## config.mk

```make
export PLATFORM = sky130hd
export DESIGN_NAME = irq_router_top
export DESIGN_NICKNAME = d
export VERILOG_FILES = /design/src/rtl/irq_rt_pkg.sv /design/src/rtl/irq_rt_flag_bank.sv /design/src/rtl/irq_rt_mask_reg.sv /design/src/rtl/irq_rt_line_router.sv /design/src/rtl/irq_router_top.sv
export SDC_FILE = /design/constraint.sdc
export NUM_CORES = 1
export LEC_CHECK = 0
export BUFFER_PORTS_ARGS = -buffer_cell sky130_fd_sc_hd__buf_4
export CAP_MARGIN = 20
export CELL_PAD_IN_SITES_DETAIL_PLACEMENT = 1
export CELL_PAD_IN_SITES_GLOBAL_PLACEMENT = 1
export CORE_UTILIZATION = 33
export DETAILED_ROUTE_END_ITERATION = 10
export GPL_ROUTABILITY_DRIVEN = 0
export PLACE_DENSITY_LB_ADDON = 0.1
export SYNTH_ARGS = -nofsm -noshare
export SYNTH_HDL_FRONTEND = slang
export SYNTH_SLANG_ARGS = --single-unit
```

## constraint.sdc

```tcl
create_clock -name clk -period 1.1 [get_ports clk]
set_input_delay 0.055 -clock clk [delete_from_list [all_inputs] [get_ports clk]]
set_output_delay 0.055 -clock clk [all_outputs]
set_load 0.01 [all_outputs]
```

## src/rtl/irq_rt_pkg.sv

```systemverilog
`timescale 1ns/1ps
package irq_rt_pkg;

    localparam int REG_W  = 32;
    localparam int ADDR_W = 3;
    localparam int LINE_N = 2;
    localparam int AUX_N  = 2;

    typedef enum logic [ADDR_W-1:0] {
        ADR_FLAGS  = 3'd0,
        ADR_EN     = 3'd1,
        ADR_SEL    = 3'd2,
        ADR_GATE   = 3'd3,
        ADR_AFLAGS = 3'd4,
        ADR_AENSET = 3'd5,
        ADR_AENCLR = 3'd6,
        ADR_NONE   = 3'd7
    } reg_addr_e;

    typedef struct packed {
        logic      wr;
        reg_addr_e addr;
        logic [REG_W-1:0] wdata;
    } reg_req_t;

    typedef struct packed {
        logic flags;
        logic en;
        logic sel;
        logic gate;
        logic aflags;
        logic aenset;
        logic aenclr;
    } wr_hit_t;

    function automatic wr_hit_t decode_write(input reg_req_t r);
        wr_hit_t h;
        h        = '0;
        h.flags  = r.wr && (r.addr == ADR_FLAGS);
        h.en     = r.wr && (r.addr == ADR_EN);
        h.sel    = r.wr && (r.addr == ADR_SEL);
        h.gate   = r.wr && (r.addr == ADR_GATE);
        h.aflags = r.wr && (r.addr == ADR_AFLAGS);
        h.aenset = r.wr && (r.addr == ADR_AENSET);
        h.aenclr = r.wr && (r.addr == ADR_AENCLR);
        return h;
    endfunction

endpackage

```

## src/rtl/irq_rt_flag_bank.sv

```systemverilog
`timescale 1ns/1ps
// Sticky flags, write-1-to-clear; an event in the clear cycle wins.
module irq_rt_flag_bank #(
    parameter int W = 16
) (
    input  logic         clk,
    input  logic         rst,
    input  logic [W-1:0] evt_i,
    input  logic [W-1:0] clr_i,
    output logic [W-1:0] flag_o
);
    logic [W-1:0] flag_q;

    always_ff @(posedge clk) begin
        if (rst) flag_q <= '0;
        else     flag_q <= (flag_q & ~clr_i) | evt_i;
    end

    assign flag_o = flag_q;

    // every pulsed event is visible as a flag one edge later
    p_evt_sets_r1: assert property (@(posedge clk) disable iff (rst)
        1'b1 |=> ((flag_q & $past(evt_i)) == $past(evt_i)));

    // bits not written with 1 never drop
    p_w0_keeps_r2: assert property (@(posedge clk) disable iff (rst)
        1'b1 |=> (((($past(flag_q) & ~$past(clr_i))) & ~flag_q) == '0));

    // cleared bits without a same-cycle event are gone
    p_clr_drops_r2: assert property (@(posedge clk) disable iff (rst)
        1'b1 |=> ((flag_q & $past(clr_i & ~evt_i)) == '0));
endmodule

```

## src/rtl/irq_rt_mask_reg.sv

```systemverilog
`timescale 1ns/1ps
// Generic set/clear mask register; plain writes are expressed as set+clear.
module irq_rt_mask_reg #(
    parameter int W = 16
) (
    input  logic         clk,
    input  logic         rst,
    input  logic [W-1:0] set_i,
    input  logic [W-1:0] clr_i,
    output logic [W-1:0] q_o
);
    logic [W-1:0] q;

    always_ff @(posedge clk) begin
        if (rst) q <= '0;
        else     q <= (q & ~clr_i) | set_i;
    end

    assign q_o = q;

    // a set request is honoured unless a clear of the same bit coincides
    p_set_wins_r8: assert property (@(posedge clk) disable iff (rst)
        1'b1 |=> ((q & $past(set_i & ~clr_i)) == $past(set_i & ~clr_i)));
endmodule

```

## src/rtl/irq_rt_line_router.sv

```systemverilog
`timescale 1ns/1ps
// Routes enabled flags to two gated, registered request lines.
module irq_rt_line_router
    import irq_rt_pkg::*;
#(
    parameter int W = 16
) (
    input  logic              clk,
    input  logic              rst,
    input  logic [W-1:0]      flag_i,
    input  logic [W-1:0]      en_i,
    input  logic [W-1:0]      sel_i,
    input  logic [LINE_N-1:0] gate_i,
    output logic [LINE_N-1:0] irq_o
);
    logic [W-1:0]      active;
    logic [LINE_N-1:0] pend;
    logic [LINE_N-1:0] irq_q;

    assign active = flag_i & en_i;

    for (genvar l = 0; l < LINE_N; l++) begin : g_line
        logic [W-1:0] member;
        assign member  = (l == 0) ? ~sel_i : sel_i;
        assign pend[l] = (|(active & member)) & gate_i[l];

        // an ungated line is low on the next edge
        p_gate_off_r5: assert property (@(posedge clk) disable iff (rst)
            !gate_i[l] |=> !irq_o[l]);

        // a pending routed source raises its line
        p_raise_r6: assert property (@(posedge clk) disable iff (rst)
            ((|(flag_i & en_i & member)) && gate_i[l]) |=> irq_o[l]);
    end

    always_ff @(posedge clk) begin
        if (rst) irq_q <= '0;
        else     irq_q <= pend;
    end

    assign irq_o = irq_q;

    // with nothing enabled and set, both lines fall
    p_idle_r6: assert property (@(posedge clk) disable iff (rst)
        (active == '0) |=> (irq_o == '0));
endmodule

```

## src/rtl/irq_router_top.sv

```systemverilog
`timescale 1ns/1ps
module irq_router_top
    import irq_rt_pkg::*;
#(
    parameter int NUM_SRC = 16
) (
    input  logic               clk,
    input  logic               rst,
    input  logic [NUM_SRC-1:0] src_evt_i,
    input  logic [AUX_N-1:0]   aux_evt_i,
    input  logic               reg_wr_i,
    input  logic [ADDR_W-1:0]  reg_addr_i,
    input  logic [REG_W-1:0]   reg_wdata_i,
    output logic [REG_W-1:0]   reg_rdata_o,
    output logic [LINE_N-1:0]  irq_line_o,
    output logic               irq_aux_o
);
    reg_req_t            req;
    wr_hit_t             hit;
    logic [NUM_SRC-1:0]  wd_src;
    logic [AUX_N-1:0]    wd_aux;
    logic [LINE_N-1:0]   wd_gate;
    logic                unused_wdata;

    assign req.wr    = reg_wr_i;
    assign req.addr  = reg_addr_e'(reg_addr_i);
    assign req.wdata = reg_wdata_i;
    assign hit       = decode_write(req);

    assign wd_src       = req.wdata[NUM_SRC-1:0];
    assign wd_aux       = req.wdata[AUX_N-1:0];
    assign wd_gate      = req.wdata[LINE_N-1:0];
    assign unused_wdata = ^reg_wdata_i;

    logic [NUM_SRC-1:0] flags, en_mask, sel_mask;
    logic [LINE_N-1:0]  gate;
    logic [AUX_N-1:0]   aflags, aen;

    irq_rt_flag_bank #(.W(NUM_SRC)) u_main_flags (
        .clk    (clk),
        .rst    (rst),
        .evt_i  (src_evt_i),
        .clr_i  (hit.flags ? wd_src : '0),
        .flag_o (flags)
    );

    irq_rt_mask_reg #(.W(NUM_SRC)) u_en (
        .clk   (clk),
        .rst   (rst),
        .set_i (hit.en ? wd_src : '0),
        .clr_i (hit.en ? ~wd_src : '0),
        .q_o   (en_mask)
    );

    irq_rt_mask_reg #(.W(NUM_SRC)) u_sel (
        .clk   (clk),
        .rst   (rst),
        .set_i (hit.sel ? wd_src : '0),
        .clr_i (hit.sel ? ~wd_src : '0),
        .q_o   (sel_mask)
    );

    irq_rt_mask_reg #(.W(LINE_N)) u_gate (
        .clk   (clk),
        .rst   (rst),
        .set_i (hit.gate ? wd_gate : '0),
        .clr_i (hit.gate ? ~wd_gate : '0),
        .q_o   (gate)
    );

    irq_rt_flag_bank #(.W(AUX_N)) u_aux_flags (
        .clk    (clk),
        .rst    (rst),
        .evt_i  (aux_evt_i),
        .clr_i  (hit.aflags ? wd_aux : '0),
        .flag_o (aflags)
    );

    irq_rt_mask_reg #(.W(AUX_N)) u_aux_en (
        .clk   (clk),
        .rst   (rst),
        .set_i (hit.aenset ? wd_aux : '0),
        .clr_i (hit.aenclr ? wd_aux : '0),
        .q_o   (aen)
    );

    irq_rt_line_router #(.W(NUM_SRC)) u_router (
        .clk    (clk),
        .rst    (rst),
        .flag_i (flags),
        .en_i   (en_mask),
        .sel_i  (sel_mask),
        .gate_i (gate),
        .irq_o  (irq_line_o)
    );

    logic aux_irq_q;
    always_ff @(posedge clk) begin
        if (rst) aux_irq_q <= 1'b0;
        else     aux_irq_q <= |(aflags & aen);
    end
    assign irq_aux_o = aux_irq_q;

    always_comb begin
        reg_rdata_o = '0;
        unique case (req.addr)
            ADR_FLAGS:  reg_rdata_o[NUM_SRC-1:0] = flags;
            ADR_EN:     reg_rdata_o[NUM_SRC-1:0] = en_mask;
            ADR_SEL:    reg_rdata_o[NUM_SRC-1:0] = sel_mask;
            ADR_GATE:   reg_rdata_o[LINE_N-1:0]  = gate;
            ADR_AFLAGS: reg_rdata_o[AUX_N-1:0]   = aflags;
            ADR_AENSET: reg_rdata_o[AUX_N-1:0]   = aen;
            ADR_AENCLR: reg_rdata_o[AUX_N-1:0]   = aen;
            default:    reg_rdata_o = '0;
        endcase
    end

    // no enabled auxiliary flag means the auxiliary request falls
    p_aux_idle_r9: assert property (@(posedge clk) disable iff (rst)
        ((aflags & aen) == '0) |=> !irq_aux_o);

    // a clear-enable write of bit 0 removes that enable
    p_aux_clr_r8: assert property (@(posedge clk) disable iff (rst)
        (hit.aenclr && reg_wdata_i[0]) |=> !aen[0]);

    // reset leaves all requests low
    p_reset_r10: assert property (@(posedge clk)
        rst |=> (irq_line_o == '0) && !irq_aux_o);

    // address 7 reads as zero
    p_hole_r11: assert property (@(posedge clk) disable iff (rst)
        (reg_addr_i == 3'd7) |-> (reg_rdata_o == '0));
endmodule

```

==> results by group, run 1 <==
Route
  • DRC Markers: 0
  • Detail Route Antenna Nets: 0
  • Via count: between 3000 and 4000
  • Final WL: roughly 10 mm
  • Iteration-0 DRC Markers: 90
  • Drt pass-1 iters: 4
  • Vias per cell: just under 5
  • Wire per inst: about 16 um

Floorplanning
  • Die height: 96.7 um
  • Die area: 0.00935 mm^2
  • Total core area: approximately 0.0087 mm^2
  • Die width: 96.7 um
  • Initial Util: 0.339
  • # rows: 34
  • Boundary Pins: 91

Clocking
  • CTS buffer count: 9
  • CTS root buffer: clkbuf_8
  • CTS tree: yes
  • Clock sinks: 57
  • H-tree levels: 3
  • CTS max path bufs: 2
  • Clock latency at the later pin of the worst-skew pair: 0.34 ns
  • Clock slew at reported path FFs: 0.07 ns

STA
  • Final setup fails: 18
  • F_max: approximately 680 MHz
  • Final worst slack: -0.379 ns
  • Post-layout min period: roughly 1.5 ns
  • Unrepaired setup endpoints after global routing: yes
  • Final Cycle Share: 1.34
  • Final hold slack: roughly 0.02 ns
  • Pins Over Slew Limit: 0
  • Fin. Hold Viols: 0
  • Post-Route Skew: ~0.0089 ns

Cells and area
  • Ant diodes: 0
  • P&R area growth vs syn: 54.0%
  • Layout Nets: around 590
  • Fin util: 0.523
  • Final cell count without fillers: between 600 and 700
  • Fill cell count: between 1000 and 1500
  • Share of layout cells above drive strength 1: 0.379

Global route
  • Vias in the first global route: 3441
  • All-Layer GR Usage: 0.230
  • First-pass GRT wire length: approximately 17 mm
  • Initial antenna violation count: 0
  • Largest net degree at the start of global routing: 37
  • Gr ovfl total: 0

Critical path
  • RR Endpoint: u_router.irq_o[1]
  • CP arrival: ~1.4 ns
  • R2r setup slk: -0.11 ns
  • CP required: 1.04 ns
  • Crit. End Element: primary output
  • Setup crit start kind: flop
  • WS Path Type: flop to primary output
  • Largest fanout on the critical path: 4
  • Register-to-Register Path Depth: 5
  • Crit Reg-Reg Startpoint: u_main_flags.flag_o[7]

Placement
  • Inst Count DP: 580
  • IO Port Bufs: between 50 and 60
  • Pre-CTS WS: -0.164 ns
  • Hpwl dp: roughly 6.9 mm

Yosys
  • Post-synthesis mux area share: 0.0727
  • Synth unique cells: 31
  • Main combinational cell family by area after synthesis: simple AND/OR/NAND/NOR gates
  • Synth Area in Simple Gates: 0.282
  • Synth warn: 0
  • Post-synthesis adder-cell area fraction: 0
  • Post-synthesis sequential area ratio: 0.386
  • Avg Inst Size Synth: about 7.6 um^2
  • Post-Syn Area: 0.00296 mm^2
  • Synth Area in Compound Gates: 0.160
  • XOR/XNOR share of the synthesized area: 0.00296
  • Synth Register Bits: 57
  • Synthesized instance count: between 300 and 400

Pwr
  • Total power: between 0.005 and 0.006 W
  • Maximum vdd drop: approximately 510 uV
  • PD cells: between 1000 and 1500 mW/mm^2
  • Leakage: ~1.9 nW

Run status
  • Outcome: complete, but fails checks
  • Violated checks: negative setup slack

Hold path
  • Hold crit path type: input pin to flop
  • Min-delay src: reg_wdata_i[0]
  • WHS Path Cells: 3

Flow run
  • Max-Cap Viols: 0
-- synthesized netlist by cell type --
master,n,share of area
conb_1,1,0.0013
xor2_1,1,0.0030
a311oi_1,1,0.0030
nand2_1,92,0.12
nor2b_4,2,0.0093
buf_2,6,0.010
clkbuf_1,9,0.011
a21oi_1,58,0.098
nor3b_1,1,0.0025
mux4_2,2,0.015
and2_1,1,0.0021
buf_6,7,0.027
a22oi_1,2,0.0051
nand3b_1,4,0.010
nor2_1,59,0.075
inv_1,1,0.0013
buf_4,18,0.046
nand4b_1,2,0.0059
a21oi_2,11,0.033
dfxtp_1,57,0.39
nand3_1,17,0.029
o2111ai_1,1,0.0030
nand2_2,2,0.0042
nor4b_4,1,0.0080
mux2i_1,17,0.058
and3b_1,1,0.0030
nor4_1,1,0.0021
a41oi_1,2,0.0059
o22ai_1,6,0.013
nor3_1,1,0.0017
nand4_1,6,0.013
-- worst max-delay path: stages (launching register included) --
cell and delay [ns]:
dfxtp_2 0.34, mux4_2 0.46, nor2_2 0.09, a21oi_1 0.04, buf_4 0.15
-- logic make-up (layout without fill, tap and decap cells) --
| logic type | Yosys count | after routing |
|---|---|---|
| xor gates and xnor gates | 1 | 1 |
| and+or+nand+nor | 190 | 190 |
| DFF | 57 | 57 |
| muxes | 19 | 19 |
| other | 1 | 16 |
| buffers and inverters | 41 | 177 |
| AOI/OAI and AO/OA | 81 | 81 |
-- metal layers --
metal  part of all wire  wire (um)  global-route usage  vias to the layer above
li1                   -          -                   -                     1578
met2               0.49       5080               0.405                       55
met4              0.014        145              0.0689                        0
met1               0.46       4830               0.285                     1572
met5                  0          0                   0                        -
met3              0.033        343              0.0397                       11
-- area by class of cell --
class,instances,area [um^2],share of cell area
clock buffers,14,173,0.0379
multi-input cells,307,1680,0.368
clock inverters,2,35.0,0.00769
flip-flops and latches,57,1180,0.258
repair buffers,160,1360,0.297
well taps,108,135,0.0297
inverters,1,3.75,0.000824
-- worst max path at each step --
stage,startpoint,endpoint,cells after the start
after global placement,u_main_flags.flag_o[6],u_router.irq_o[1],5
after CTS,u_main_flags.flag_o[1],reg_rdata_o[1],4
final,u_main_flags.flag_o[0],reg_rdata_o[0],4
after detailed placement,u_main_flags.flag_o[6],u_router.irq_o[1],5
after global routing,u_main_flags.flag_o[0],reg_rdata_o[0],4
after floorplan,reg_addr_i[2],u_main_flags.flag_o[14],6
-- layout by cell type (no fill, tap or decap), drive strengths merged, types with 14 or more instances in the layout --
cell,instances
dlygate4sd3,32
nor2,59
dfxtp,57
nand2,94
nand3,17
mux2i,17
buf,128
conb,16
a21oi,69
clkbuf,14
-- through the flow --
| stage | area, um^2 | TNS (ns) |
|---|---|---|
| 2_1_floorplan | 3020 | 0 |
| 3_3_place_gp | 3700 | -0.432 |
| 3_5_place_dp | 3700 | -0.697 |
| 4_1_cts | 4470 | -3.88 |
| 5_1_grt | 4560 | -5.17 |
| 6_report | 4560 | -3.66 |
-- what timing repair did --
item / in CTS / in global routing
endpoints found under the setup margin: 18 / 18
endpoints found under the hold margin: 46 / 0
hold buffers: 32 / 0
setup buffers: 19 / 5
gates resized for setup: 44 / 15
pin swaps: 18 / 22
-- report_power, final --
| group | leakage, nW | internal [W] | switching (W) |
|---|---|---|---|
| Sequential | 0.475 | 0.00215 | 0.0000716 |
| Clock | 0.107 | 0.00123 | 0.000843 |
| Combinational | 1.32 | 0.000476 | 0.000418 |
No activity file was read; power rests on OpenSTA's default activity.
==> run 2, diff against run 1 <==
Settings changed: ABC_AREA set to 1, CORE_UTILIZATION 33 to 32.
==> results by group, run 2 <==
Run status
  • Outcome: complete, but fails checks
  • Violated checks: negative setup slack

Global route
  • Gr ovfl total: 0 (unchanged)
  • Largest net degree at the start of global routing: 25 (-32%)
  • First-pass GRT wire length: 15.5 mm (-9.6%)
  • Initial antenna violation count: 0 (unchanged)
  • Vias in the first global route: 3220 (-6.4%)
  • All-Layer GR Usage: 0.225 (-0.00468)

Yosys
  • Post-synthesis adder-cell area fraction: 0 (unchanged)
  • Post-synthesis sequential area ratio: 0.401 (+0.0154)
  • Commonest cells post-synth: 69 x nand2_1, 59 x nor2_1, 57 x dfxtp_1, 43 x a21oi_1, 34 x nand3_1
  • Main combinational cell family by area after synthesis: simple AND/OR/NAND/NOR gates
  • Avg Inst Size Synth: 7.08 um^2 (-6.7%)
  • Synthesized instance count: 402 (+3.1%)
  • Synth warn: 0 (unchanged)
  • Synth area leader: dfxtp_1
  • Synth Register Bits: 57 (unchanged)
  • Post-synth EDFFs: 0 (unchanged)
  • Ys async rst share: 0 (unchanged)
  • XOR/XNOR share of the synthesized area: 0 (-0.00296)
  • Share of the synthesized area in the top cell type: 0.401 (+0.0154)
  • Synth Area in Compound Gates: 0.185 (+0.0244)
  • Synth unique cells: 24 (-23%)
  • Most numerous cell in the Yosys netlist: nand2_1
  • Post-synthesis mux area share: 0 (-0.0727)
  • Post-Syn Area: 0.00285 mm^2 (-3.8%)
  • Synth Area in Simple Gates: 0.292 (+0.00997)
  • Synth area leaders: dfxtp_1 40%, nand2_1 9.1%, nor2_1 7.8%, a21oi_1 7.6%, nand3_1 6.0%
  • Primary FF master, synth: dfxtp_1

Route
  • Via count: 3124 (-2.9%)
  • Wire per inst: 14.9 um (-6.8%)
  • Drt pass-1 iters: 4 (unchanged)
  • DRC Markers: 0 (unchanged)
  • Iteration-0 DRC Markers: 81 (-10%)
  • Detail Route Antenna Nets: 0 (unchanged)
  • Final WL: 9.72 mm (-6.5%)
  • Vias per cell: 4.80 (-3.2%)

Critical path
  • Largest fanout on the critical path: 3 (-1)
  • Setup crit start kind: flop
  • CP required: 1.04 ns (about the same)
  • Cell count along the critical path: 4 (unchanged)
  • Crit. End Element: primary output
  • WS Path Type: flop to primary output
  • WP buf/inv: 1 (unchanged)
  • RR Endpoint: u_router.irq_o[0]
  • Family with the most delay on the worst path: flip-flops
  • CP max stage delay: 0.33 ns (-0.13 ns)
  • R2r setup slk: 0.01 ns (+0.12 ns)
  • CP max-delay cell: dfxtp_2
  • Register-to-Register Path Depth: 7 (+2)
  • CP arrival: 1.14 ns (-0.28 ns)
  • CP cell instances: and3_4, nor3_2, nand2_1, buf_6

Clocking
  • Clock sinks: 57 (unchanged)
  • CTS max path bufs: 2 (unchanged)
  • Clock latency at the later pin of the worst-skew pair: 0.34 ns (about the same)
  • Clock slew at reported path FFs: 0.07 ns (about the same)
  • CTS buffer count: 9 (unchanged)
  • CTS root buffer: clkbuf_8
  • H-tree levels: 3 (unchanged)
  • CTS tree: yes

Hold path
  • WHS Path Cells: 3 (unchanged)
  • Hold crit path type: input pin to flop
  • Hold Path Sink: u_aux_en.q_o[0]
  • Min-delay src: reg_wdata_i[0]

Pwr
  • Total power: 0.00536 W (+3.2%)
  • Maximum vdd drop: 652 uV (+27%)
  • PD cells: 1200 mW/mm^2 (+5.6%)
  • Leakage: 1.94 nW (+1.7%)

STA
  • Unrepaired setup endpoints after global routing: yes
  • Final setup fails: 12 (-6)
  • Post-layout min period: 1.19 ns (-0.288 ns)
  • Final Cycle Share: 1.08 (-0.262)
  • Pins Over Slew Limit: 0 (unchanged)
  • Post-Route Skew: 0.00477 ns (-0.00412 ns)
  • Fin. Hold Viols: 0 (unchanged)
  • F_max: 840 MHz (+24%)
  • Final worst slack: -0.0905 ns (+0.288 ns)

Cells and area
  • P&R area growth vs syn: 56.6%
  • Commonest non-fill, non-tap cell in the layout: buf_4
  • Fin util: 0.513 (-0.00912)
  • Share of layout cells above drive strength 1: 0.446 (+0.0667)
  • Design area: 0.00446 mm^2 (-2.2%)
  • Layout Nets: 594 (+0.34%)
  • Ant diodes: 0 (unchanged)
  • Most frequent cells in the layout: 90 x buf_4, 55 x nor2_1, 54 x nand2_1
  • Final cell count without fillers: 651 (+0.31%)

Floorplanning
  • Die area: 0.00927 mm^2 (-0.83%)
  • Die height: 96.3 um (-0.41%)
  • Initial Util: 0.328 (-0.0115)
  • Boundary Pins: 91 (unchanged)
  • Total core area: 0.00868 mm^2 (-0.49%)
  • # rows: 34 (unchanged)
  • Die width: 96.3 um (-0.41%)

Placement
  • IO Port Bufs: 58 (unchanged)
  • Cell Area, Placed: 0.00354 mm^2 (-4.4%)
  • Hpwl dp: 6.76 mm (-2.6%)
  • Inst Count DP: 585 (+0.86%)

Flow run
  • Max-Cap Viols: 0 (unchanged)
[run 2: cell count changes in the layout (fill, tap and decap cells not counted), moves of 17 or more]
cell	delta
mux2i_1	-17
dfxtp_2	+20
dfxtp_1	-20
nand2_1	-36
inv_2	+22
nand2_2	+21
o21ai_1	+24
buf_4	-23
[run 2: report_power, final]
group	internal (W)	total [W]	switching, W	leakage [nW]
logic	0.000417	0.000803	0.000386	1.34
registers	0.00217	0.00227	0.0000931	0.485
clock network	0.00139	0.00229	0.000897	0.115
total	0.00398	0.00536	0.00138	1.94
[run 2: worst max-delay path by stage]
stage | from | end
3_5_place_dp | reg_addr_i[1] | reg_rdata_o[0]
3_3_place_gp | reg_addr_i[1] | reg_rdata_o[6]
2_1_floorplan | reg_addr_i[2] | u_main_flags.flag_o[14]
6_report | u_aux_flags.flag_o[0] | reg_rdata_o[0]
4_1_cts | u_aux_flags.flag_o[0] | reg_rdata_o[0]
5_1_grt | flop | reg_rdata_o[0]
[run 2: stage by stage]
step | setup WS, ns | TNS, ns | hold slack, ns
after global placement | -0.0424 | -0.181 | 0.258
after CTS | -0.163 | -0.846 | 0.0348
after floorplan | 0.0515 | 0 | 0.124
final | -0.0905 | -0.440 | 0.0484
after detailed placement | -0.0486 | -0.651 | 0.268
after global routing | -0.173 | -1.31 | 0.0572
[run 2: routing by layer]
metal / wire [um] / part of all wire / up-vias / GRT usage
met2: 4940 / 0.51 / 53 / 0.404
met1: 4410 / 0.45 / 1491 / 0.272
met3: 267 / 0.027 / 8 / 0.0434
li1: - / - / 1572 / -
met5: 0 / 0 / - / 0
met4: 107 / 0.011 / 0 / 0.0613
[run 2: cells by family after synthesis]
group           count (synthesis)
simple gates                  185
other cells                     1
buf+inv                        61
flops                          57
compound gates                 98
[run 2: worst register-to-register path, stage by stage (launching register included)]
cell     delay (ns)
dfxtp_2        0.32
buf_4          0.13
o21ai_2        0.15
buf_4          0.14
nor2_4         0.03
nand2_1        0.07
nor2_1         0.05
nor2_1         0.14
[run 2: final cells by class]
type | count | area, um^2
Clock buffer | 11 | 151
Clock inverter | 5 | 77.6
Fill cell | 1106 | 4220
Inverter | 30 | 113
Multi-Input combinational cell | 299 | 1530
Sequential cell | 57 | 1200
Tap cell | 108 | 135
Timing Repair Buffer | 141 | 1250
[run 2: timing repair]
| action | in CTS | in global routing |
|---|---|---|
| cloned | 1 | 0 |
| resized for setup | 64 | 54 |
| endpoints found under the hold margin | 37 | 0 |
| pin swaps | 19 | 24 |
| setup buffers | 15 | 4 |
| setup endpoints to repair | 17 | 18 |
| hold buffers | 32 | 0 |
==> run 3, diff against run 2 <==
Settings changed: CORE_UTILIZATION 32 to 38, SETUP_SLACK_MARGIN set to 0.15.
Clock period 1.1 ns to 1.4 ns, I/O delays scaled along.
==> results by group, run 3 (synthesis results as in run 2) <==
STA
  • Pins Over Slew Limit: 0 (unchanged)
  • Final Cycle Share: 0.871
  • Fin. Hold Viols: 0 (unchanged)
  • F_max: 820 MHz
  • Unrepaired setup endpoints after global routing: yes
  • Post-layout min period: between 1 and 1.5 ns
  • Final setup fails: 0 (-12)
  • Post-Route Skew: 0.0120 ns (+0.00720 ns)
  • TNS Setup: 0 ns (+0.440 ns)

Route
  • DRC Markers: 2 (+2)
  • Iteration-0 DRC Markers: 120 (+48%)
  • Detail Route Antenna Nets: 0 (unchanged)
  • Via count: 3003 (-3.9%)
  • Drt pass-1 iters: 7 (+3)
  • Vias per cell: 5.01 (+4.5%)
  • Wire per inst: 15.1 um (+1.2%)
  • Final WL: 9.05 mm (-6.9%)

Clocking
  • CTS buffer count: 9 (unchanged)
  • CTS root buffer: clkbuf_8
  • H-tree levels: 3 (unchanged)
  • CTS max path bufs: 2 (unchanged)
  • Clock sinks: 57 (unchanged)
  • Clock latency at the later pin of the worst-skew pair: 0.33 ns (about the same)
  • CTS tree: yes
  • Clock slew at reported path FFs: 0.06 ns (about the same)

Critical path
  • WS Path Type: flop to primary output
  • Setup crit start kind: flop
  • Register-to-Register Path Depth: 6 (-1)
  • Family with the most delay on the worst path: simple AND/OR/NAND/NOR gates
  • Crit. End Element: primary output
  • CP arrival: 1.15 ns (about the same)
  • CP cell instances: and3_4, nor3_2, nand2_1, buf_6
  • CP max-delay cell: dfxtp_2
  • CP max stage delay: 0.32 ns (about the same)
  • WP buf/inv: 1 (unchanged)
  • CP required: 1.33 ns (+0.29 ns)
  • Cell count along the critical path: 4 (unchanged)
  • Largest fanout on the critical path: 2 (-1)
  • R2r setup slk: 0.32 ns (+0.31 ns)

Global route
  • Gr ovfl total: 0 (unchanged)
  • GR Util met1: 0.286 (+0.0134)
  • First-pass GRT wire length: 14.4 mm (-6.6%)
  • Vias in the first global route: 3065 (-4.8%)
  • Grt peak-use layer: met2
  • Met3 usage: 0.0560 (+0.0125)
  • All-Layer GR Usage: 0.245 (+0.0201)
  • Largest net degree at the start of global routing: 37 (+48%)
  • Initial antenna violation count: 0 (unchanged)
  • M2 GR Usage: 0.457 (+0.0524)

Floorplanning
  • # rows: 31 (-8.8%)
  • Boundary Pins: 91 (unchanged)
  • Die height: 88.5 um (-8.1%)
  • Die area: 0.00784 mm^2 (-15%)
  • Total core area: 0.00725 mm^2 (-16%)
  • Initial Util: 0.392 (+0.0644)
  • Die width: 88.5 um (-8.1%)

Placement
  • Cell Area, Placed: 0.00334 mm^2 (-5.7%)
  • IO Port Bufs: 58 (unchanged)
  • Hpwl dp: 6.10 mm (-9.8%)

Cells and area
  • P&R area growth vs syn: 36.0%
  • Fin util: 0.534 (+0.0201)
  • Ant diodes: 0 (unchanged)
  • Fill cell count: 953 (-14%)
  • Design area: 0.00387 mm^2 (-13%)
  • Most frequent cells in the layout: 68 x nand2_1, 68 x buf_4, 58 x nor2_1
  • Layout Nets: 553 (-6.9%)
  • Share of layout cells above drive strength 1: 0.246 (-0.200)

Pwr
  • Sequential Power Share: 0.470 (+0.047)
  • Switching share of power: 0.258 (+0.00142)
  • Internal Pwr Total: 0.00279 W (-30%)
  • Leakage: 1.68 nW (-14%)
  • PD cells: 970 mW/mm^2 (-19%)
  • Maximum vdd drop: 553 uV (-15%)
  • Total power: 0.00376 W (-30%)
  • Clock Power Share: 0.390 (-0.037)
  • Logic gate share of total power: 0.140 (-0.010)
  • Psw: 0.000970 W (-30%)

Hold path
  • WHS Path Cells: 3 (unchanged)
  • Hold crit path type: input pin to flop

Run status
  • Outcome: complete, but fails checks
  • Violated checks: design-rule violations

Flow run
  • Max-Cap Viols: 0 (unchanged)
[run 3: changes by cell type in the layout (fill, tap and decap cells not counted), moves of 9 or more]
cell | previous run | this run
buf_4 | 90 | 68
buf_6 | 14 | 1
dfxtp_1 | 10 | 49
dfxtp_2 | 46 | 8
inv_1 | 8 | 22
inv_2 | 22 | 7
nand2_1 | 54 | 68
nand2_2 | 25 | 10
nand3_1 | 25 | 34
nand3_2 | 10 | 1
[run 3: power by group through the flow]
stage,registers (W),clock network [W],logic (W)
6_report,0.00177,0.00146,0.000527
5_1_grt,0.00177,0.00158,0.000581
4_1_cts,0.00176,0.00151,0.000519
3_5_place_dp,0.00180,0,0.000445
3_3_place_gp,0.00179,0,0.000431
2_1_floorplan,0.00178,0,0.000270
[run 3: timing repair]
item / CTS / global route
pin swaps: 2 / 5
setup endpoints to repair: 2 / 16
setup buffers: 1 / 1
resized for setup: 5 / 17
hold buffers: 29 / 0
hold endpoints to repair: 29 / 0
[run 3: area by class of cell]
class,instances,area (um^2),area share
clock buffers,10,138,0.0356
flip-flops and latches,57,1150,0.297
clock inverters,4,45.0,0.0116
repair buffers,100,852,0.220
multi-input cells,299,1450,0.373
well taps,99,124,0.0320
inverters,30,115,0.0297
[run 3: per-layer routing]
layer | routed length [um] | part of all wire | up-vias
met2 | 4800 | 0.53 | 65
met4 | 65 | 0.0072 | 0
li1 | - | - | 1483
met3 | 305 | 0.034 | 9
met5 | 0 | 0 | -
met1 | 3880 | 0.43 | 1446
[run 3: metrics by stage]
| step | setup WS (ns) | cells | hold slack, ns |
|---|---|---|---|
| after floorplan | 0.335 | 417 | 0.139 |
| after global placement | 0.151 | 554 | 0.273 |
| after detailed placement | 0.114 | 554 | 0.282 |
| after CTS | 0.141 | 598 | 0.00155 |
| after global routing | 0.126 | 599 | 0.0153 |
| final | 0.180 | 599 | 0.0102 |
[run 3: tightest hold or removal path: cells and delay by family]
kind                   cells  cell delay (ns)
buffers and inverters      1             0.10
AND/OR/NAND/NOR            2             0.12
[run 3: final timing paths]
kind	start	endpoint
setup / recovery	u_aux_flags.flag_o[0]	reg_rdata_o[0]
hold reg to reg	flop	flop
setup reg to reg	u_main_flags.flag_o[14]	u_router.irq_o[0]
hold / removal	reg_wdata_i[7]	flop
